===== src/rtl/swdiv_pkg.sv =====
package swdiv_pkg;
  // prescaler modulus choice
  typedef enum logic {
    PRESC_LO = 1'b0,
    PRESC_HI = 1'b1
  } presc_sel_e;
endpackage


===== src/rtl/swdiv_prescaler.sv =====
module swdiv_prescaler
  import swdiv_pkg::*;
#(
  parameter int P_LO = 32,
  parameter int P_HI = 64
) (
  input  logic       clk,
  input  logic       rst,
  input  presc_sel_e sel,
  input  logic       swallow,
  output logic       tick
);
  localparam int PC_W = $clog2(P_HI + 1);

  logic [PC_W-1:0] pcnt;
  logic [PC_W-1:0] base;
  logic [PC_W-1:0] last;

  // modulus is base (P) or base+1 while swallowing; last = modulus-1
  always_comb begin
    base = (sel == PRESC_HI) ? PC_W'(P_HI) : PC_W'(P_LO);
    last = base + PC_W'(swallow) - PC_W'(1);
    tick = (pcnt == last);
  end

  always_ff @(posedge clk) begin
    if (rst) pcnt <= '0;
    else if (tick) pcnt <= '0;
    else pcnt <= pcnt + PC_W'(1);
  end
endmodule


===== src/rtl/swdiv_counters.sv =====
module swdiv_counters #(
  parameter int CNT_W = 6,
  parameter int DEF_A = 0,
  parameter int DEF_B = 3
) (
  input  logic             clk,
  input  logic             rst,
  input  logic             tick,
  input  logic [CNT_W-1:0] ld_a,
  input  logic [CNT_W-1:0] ld_b,
  output logic             swallow,
  output logic             wrap
);
  logic [CNT_W-1:0] a_rem;
  logic [CNT_W-1:0] b_rem;

  always_comb begin
    swallow = (a_rem != '0);
    wrap    = tick && (b_rem == CNT_W'(1));
  end

  always_ff @(posedge clk) begin
    if (rst) begin
      a_rem <= CNT_W'(DEF_A);
      b_rem <= CNT_W'(DEF_B);
    end else if (tick) begin
      if (b_rem == CNT_W'(1)) begin
        a_rem <= ld_a;
        b_rem <= ld_b;
      end else begin
        b_rem <= b_rem - CNT_W'(1);
        if (a_rem != '0) a_rem <= a_rem - CNT_W'(1);
      end
    end
  end
endmodule


===== src/rtl/swdiv_cfg.sv =====
module swdiv_cfg
  import swdiv_pkg::*;
#(
  parameter int   CNT_W  = 6,
  parameter int   B_MIN  = 3,
  parameter int   DEF_A  = 0,
  parameter int   DEF_B  = 3,
  parameter bit   DEF_HI = 1'b0
) (
  input  logic             clk,
  input  logic             rst,
  input  logic [CNT_W-1:0] cfg_a,
  input  logic [CNT_W-1:0] cfg_b,
  input  logic             cfg_hi,
  input  logic             cfg_load,
  input  logic             wrap,
  output logic [CNT_W-1:0] act_a,
  output logic [CNT_W-1:0] act_b,
  output presc_sel_e       act_hi,
  output logic [CNT_W-1:0] nxt_a,
  output logic [CNT_W-1:0] nxt_b,
  output logic             cfg_err
);
  logic [CNT_W-1:0] pend_a;
  logic [CNT_W-1:0] pend_b;
  presc_sel_e       pend_hi;
  presc_sel_e       nxt_hi;
  logic             pend_v;
  logic             legal;

  always_comb begin
    legal  = (cfg_b >= CNT_W'(B_MIN)) && (cfg_b >= cfg_a);
    nxt_a  = pend_v ? pend_a  : act_a;
    nxt_b  = pend_v ? pend_b  : act_b;
    nxt_hi = pend_v ? pend_hi : act_hi;
  end

  // staging register: a fresh legal load wins over a boundary consume
  always_ff @(posedge clk) begin
    if (rst) begin
      pend_v  <= 1'b0;
      pend_a  <= '0;
      pend_b  <= '0;
      pend_hi <= PRESC_LO;
      cfg_err <= 1'b0;
    end else begin
      if (cfg_load) cfg_err <= !legal;
      if (cfg_load && legal) begin
        pend_v  <= 1'b1;
        pend_a  <= cfg_a;
        pend_b  <= cfg_b;
        pend_hi <= presc_sel_e'(cfg_hi);
      end else if (wrap) begin
        pend_v <= 1'b0;
      end
    end
  end

  // active setting only moves at the period boundary
  always_ff @(posedge clk) begin
    if (rst) begin
      act_a  <= CNT_W'(DEF_A);
      act_b  <= CNT_W'(DEF_B);
      act_hi <= presc_sel_e'(DEF_HI);
    end else if (wrap) begin
      act_a  <= nxt_a;
      act_b  <= nxt_b;
      act_hi <= nxt_hi;
    end
  end
endmodule


===== src/rtl/swallow_divider.sv =====
module swallow_divider
  import swdiv_pkg::*;
#(
  parameter int CNT_W  = 6,
  parameter int P_LO   = 32,
  parameter int P_HI   = 64,
  parameter int B_MIN  = 3,
  parameter int DEF_A  = 0,
  parameter int DEF_B  = 3,
  parameter bit DEF_HI = 1'b0
) (
  input  logic             clk,
  input  logic             rst,
  input  logic [CNT_W-1:0] cfg_a,
  input  logic [CNT_W-1:0] cfg_b,
  input  logic             cfg_hi,
  input  logic             cfg_load,
  output logic             div_pulse,
  output logic             cfg_err
);
  logic [CNT_W-1:0] act_a;
  logic [CNT_W-1:0] act_b;
  presc_sel_e       act_hi;
  logic [CNT_W-1:0] nxt_a;
  logic [CNT_W-1:0] nxt_b;
  logic             pre_tick;
  logic             swallow;
  logic             wrap;

  swdiv_cfg #(
    .CNT_W(CNT_W), .B_MIN(B_MIN), .DEF_A(DEF_A), .DEF_B(DEF_B), .DEF_HI(DEF_HI)
  ) u_cfg (
    .clk(clk), .rst(rst), .cfg_a(cfg_a), .cfg_b(cfg_b), .cfg_hi(cfg_hi),
    .cfg_load(cfg_load), .wrap(wrap), .act_a(act_a), .act_b(act_b),
    .act_hi(act_hi), .nxt_a(nxt_a), .nxt_b(nxt_b), .cfg_err(cfg_err)
  );

  swdiv_prescaler #(.P_LO(P_LO), .P_HI(P_HI)) u_pre (
    .clk(clk), .rst(rst), .sel(act_hi), .swallow(swallow), .tick(pre_tick)
  );

  swdiv_counters #(.CNT_W(CNT_W), .DEF_A(DEF_A), .DEF_B(DEF_B)) u_cnt (
    .clk(clk), .rst(rst), .tick(pre_tick), .ld_a(nxt_a), .ld_b(nxt_b),
    .swallow(swallow), .wrap(wrap)
  );

  always_ff @(posedge clk) begin
    if (rst) div_pulse <= 1'b0;
    else div_pulse <= wrap;
  end
endmodule


===== config.mk =====
export PLATFORM = sky130hd
export DESIGN_NAME = swallow_divider
export DESIGN_NICKNAME = d
export VERILOG_FILES = /design/src/rtl/swdiv_pkg.sv /design/src/rtl/swdiv_prescaler.sv /design/src/rtl/swdiv_counters.sv /design/src/rtl/swdiv_cfg.sv /design/src/rtl/swallow_divider.sv
export SDC_FILE = /design/constraint.sdc
export NUM_CORES = 1
export LEC_CHECK = 0
export BUFFER_PORTS_ARGS = -buffer_cell sky130_fd_sc_hd__buf_4
export CAP_MARGIN = 10
export CORE_ASPECT_RATIO = 0.6
export CORE_MARGIN = 2
export CORE_UTILIZATION = 50
export CTS_BUF_LIST = sky130_fd_sc_hd__clkbuf_8
export DETAILED_ROUTE_END_ITERATION = 7
export PLACE_DENSITY = 0.68
export RECOVER_POWER = 25
export SYNTH_ARGS = -nofsm -noshare
export SYNTH_HDL_FRONTEND = slang
export SYNTH_SLANG_ARGS = --single-unit

===== constraint.sdc =====
create_clock -name clk -period 4.15 [get_ports clk]
set_input_delay 0.2075 -clock clk [delete_from_list [all_inputs] [get_ports clk]]
set_output_delay 0.2075 -clock clk [all_outputs]
set_load 0.02 [all_outputs]

==> summary.md <==
| Metric | Value |
|---|---|
| Status | completed |
| RSZ-0062 raised after global routing | no |
| Worst-path maximum fanout | 23 |
| Initial antenna violation count | 0 |
| Pwr dens | 714 nW/um^2 |
| Drt first pass iters | 4 |
| Syn_area_per_cell | 8.53 sq um |
| Fmax | 0.340 GHz |
| Fin. Hold Viols | 0 |
| Post-Place Cell Area | 2720 sq um |
| Gp weighted congestion | 0.883 |
| Max-slew headroom | 0.425 |
| Largest net degree at the start of global routing | 36 |
| Max-cap violations | 0 |
| Final slew viol count | 0 |
| Kind of end point of the critical path | flop |
| Ys flop type | dfxtp_1 |
| #FFs+latches synth | 48 |
| Leakage | 1.04 nW |
| Vias per cell | 5.81 |
| EDFF count, synth | 0 |
| Final setup skew | 0.00846 ns |
| Area Overhead vs Synth | 8.32% |
| Worst-Skew Late Latency | 0.31 ns |
| Die H | 59.9 microns |
| Hold Buf Count CTS | 0 |
| Share of layout cells above drive strength 1 | 0.113 |
| Htree depth | 2 |
| Least-Margin Pin Slew | 0.857 ns |
| Routed wl met3 | 237 microns |
| Drc violations | 0 |
| Die Span X | 97.1 microns |
| Die area | 5820 sq um |
| Initial DRC count | 196 |
| Vias in the first global route | 2000 |
| I/O Buffers | 17 |
| Final instance area | 2820 sq um |
| Total Routing Usage GR | 0.217 |
| GRT overflow | 0 |
| ANT nets after route | 0 |
| Final setup TNS | 0 ns |
| VDD IR-drop max | 0.523 mV |
| Core area | 5030 sq um |
| Post-synth top area cell | dfxtp_1 |
| Rows | 20 |
| Syn nets | 333 |
| Final Setup Violations | 0 |
| Mapped Area | 2600 sq um |
| WL per Instance | 15.6 microns |
| Met1 WL | 3190 microns |
| CP required | 4.34 ns |
| Root Buffer | clkbuf_8 |
| Total CTS buffers | 5 |
| First-pass GRT wire length | 9930 microns |
| Worst reg2reg setup slack | 1.21 ns |
| Finished Core Util | 0.560 |
| Post-synthesis cell type count | 54 |
| Warnings, synthesis | 0 |
| Vias | 2183 |
| Crit Path Class | flop to flop |
| Hold Path Class | input pin to flop |
| Sequential share of the synthesized area | 0.369 |
| # resized after CTS | 0 |
| WL met2 | 2380 microns |
| Final #Nets | 337 |
| Clock transition at the registers of the reported paths | 0.09 ns |
| Gate count after technology mapping | 305 |
| CTS tree | built |
| Synth top area cells | dfxtp_1 (37%), mux2i_1 (9.6%), nand2_1 (5.9%) |
| Final min period | 2.94 ns |
| Initial core utilization | 0.517 |
| Top sig layer | met4 |
| Final worst path period share | 0.708 |
| Fraction of registers with async set or reset after synthesis | 0 |
| Crit path DAT | 3.13 ns |
| Overall routed net length | 5870 microns |
| Startpoint types | flop |
| Yosys top cell area share | 0.369 |
| CTS Buffer Depth | 2 |
| Post-DP HPWL | 4080 microns |
| Clock sink count | 48 |
| Postcts setup bufs | 0 |
| Io pins | 18 |
| Antenna cells | 0 |
[state kept, by name, summed over array words and instances, names as in the netlist]
signal	count
u_cfg.cfg_err	1
u_cnt.b_rem	6
u_cfg.pend_v	1
u_cfg.pend_hi	1
u_cnt.a_rem	6
u_cfg.act_hi	1
u_cfg.act_b	6
div_pulse	1
u_cfg.act_a	6
u_cfg.pend_b	6
u_pre.pcnt	7
u_cfg.pend_a	6
[critical path, cell delays in order (launching register included)]
cell and delay [ns]:
dfxtp_1 0.45, inv_1 0.11, ha_1 0.23, and2_2 0.21, inv_1 0.12, ha_1 0.25
xnor2_1 0.16, and2_1 0.68, nand3_1 0.28, o21ai_0 0.24, a21oi_1 0.08
[Yosys cell counts, types with 5 or more instances]
library cell	number
nor2_1	17
dfxtp_1	48
a31oi_1	8
nand2_1	41
inv_1	12
clkbuf_1	11
buf_2	6
ha_1	12
a21oi_1	14
a211oi_1	5
nand3_1	13
mux2i_1	25
nor3_1	15
o21ai_0	14
[where the power goes]
group	switching (mW)	internal (mW)	total, mW
Sequential	0.0859	0.530	0.616
Clock	0.163	0.178	0.341
Combinational	0.712	0.344	1.06
Total	0.961	1.05	2.01
[path summary, 6_finish.rpt]
check	startpoint	to	depth (start not counted)
setup / recovery	u_cnt.a_rem[0]$_SDFFE_PP0P_	u_cfg.act_hi$_SDFFE_PP0P_	10
setup reg to reg	u_cnt.a_rem[0]$_SDFFE_PP0P_	u_cfg.act_hi$_SDFFE_PP0P_	10
hold / removal	cfg_a[2]	u_cfg.pend_a[2]$_SDFFE_PP0P_	3
hold reg to reg	u_cfg.pend_b[0]$_SDFFE_PP0P_	u_cfg.pend_b[0]$_SDFFE_PP0P_	2
[per-stage QoR]
step                setup WS, ns  hold slack [ns]  total power, mW  instances
detailed placement          1.30            0.457             1.64        368
CTS                         1.28            0.154             1.99        376
finish                      1.21            0.159             2.01        376
global placement            1.36            0.447             1.64        368
floorplan                   1.86            0.350             1.49        305
global route               0.903            0.155             2.17        376
[cells by family (layout without fill, tap and decap cells)]
kind of cell / Yosys count / after routing / share of synthesized area
buffers and inverters: 33 / 38 / 0.0562
and+or+nand+nor: 113 / 113 / 0.216
xor gates and xnor gates: 7 / 7 / 0.0236
AOI/OAI and AO/OA: 65 / 65 / 0.173
muxes: 27 / 27 / 0.105
DFF: 48 / 48 / 0.369
adders and majority gates: 12 / 12 / 0.0577
[per-layer routing]
metal,GRT usage,vias to the layer above
li1,-,1108
met1,0.323,1022
met2,0.322,47
met3,0.0421,6
met4,0.0604,0
met5,0,-
[cells in the final DEF (no fill, tap or decap), types with 4 or more instances in the layout]
master,count
a211oi_1,5
nor3_1,15
nor2_1,17
buf_4,14
xnor2_1,4
nand4_1,4
o21ai_0,14
a21oi_1,14
mux2i_1,25
inv_1,12
nand2_1,41
ha_1,12
clkbuf_8,5
dfxtp_1,48
nand3_1,13
a31oi_1,8
[area by class of cell]
type,instances,area (sq um)
flip-flops and latches,48,961
inverters,13,48.8
fillers,459,2210
repair buffers,17,120
well taps,66,82.6
clock buffers,5,68.8
clock inverters,3,42.5
multi-input cells,224,1500
(Power assumes the default switching activity.)
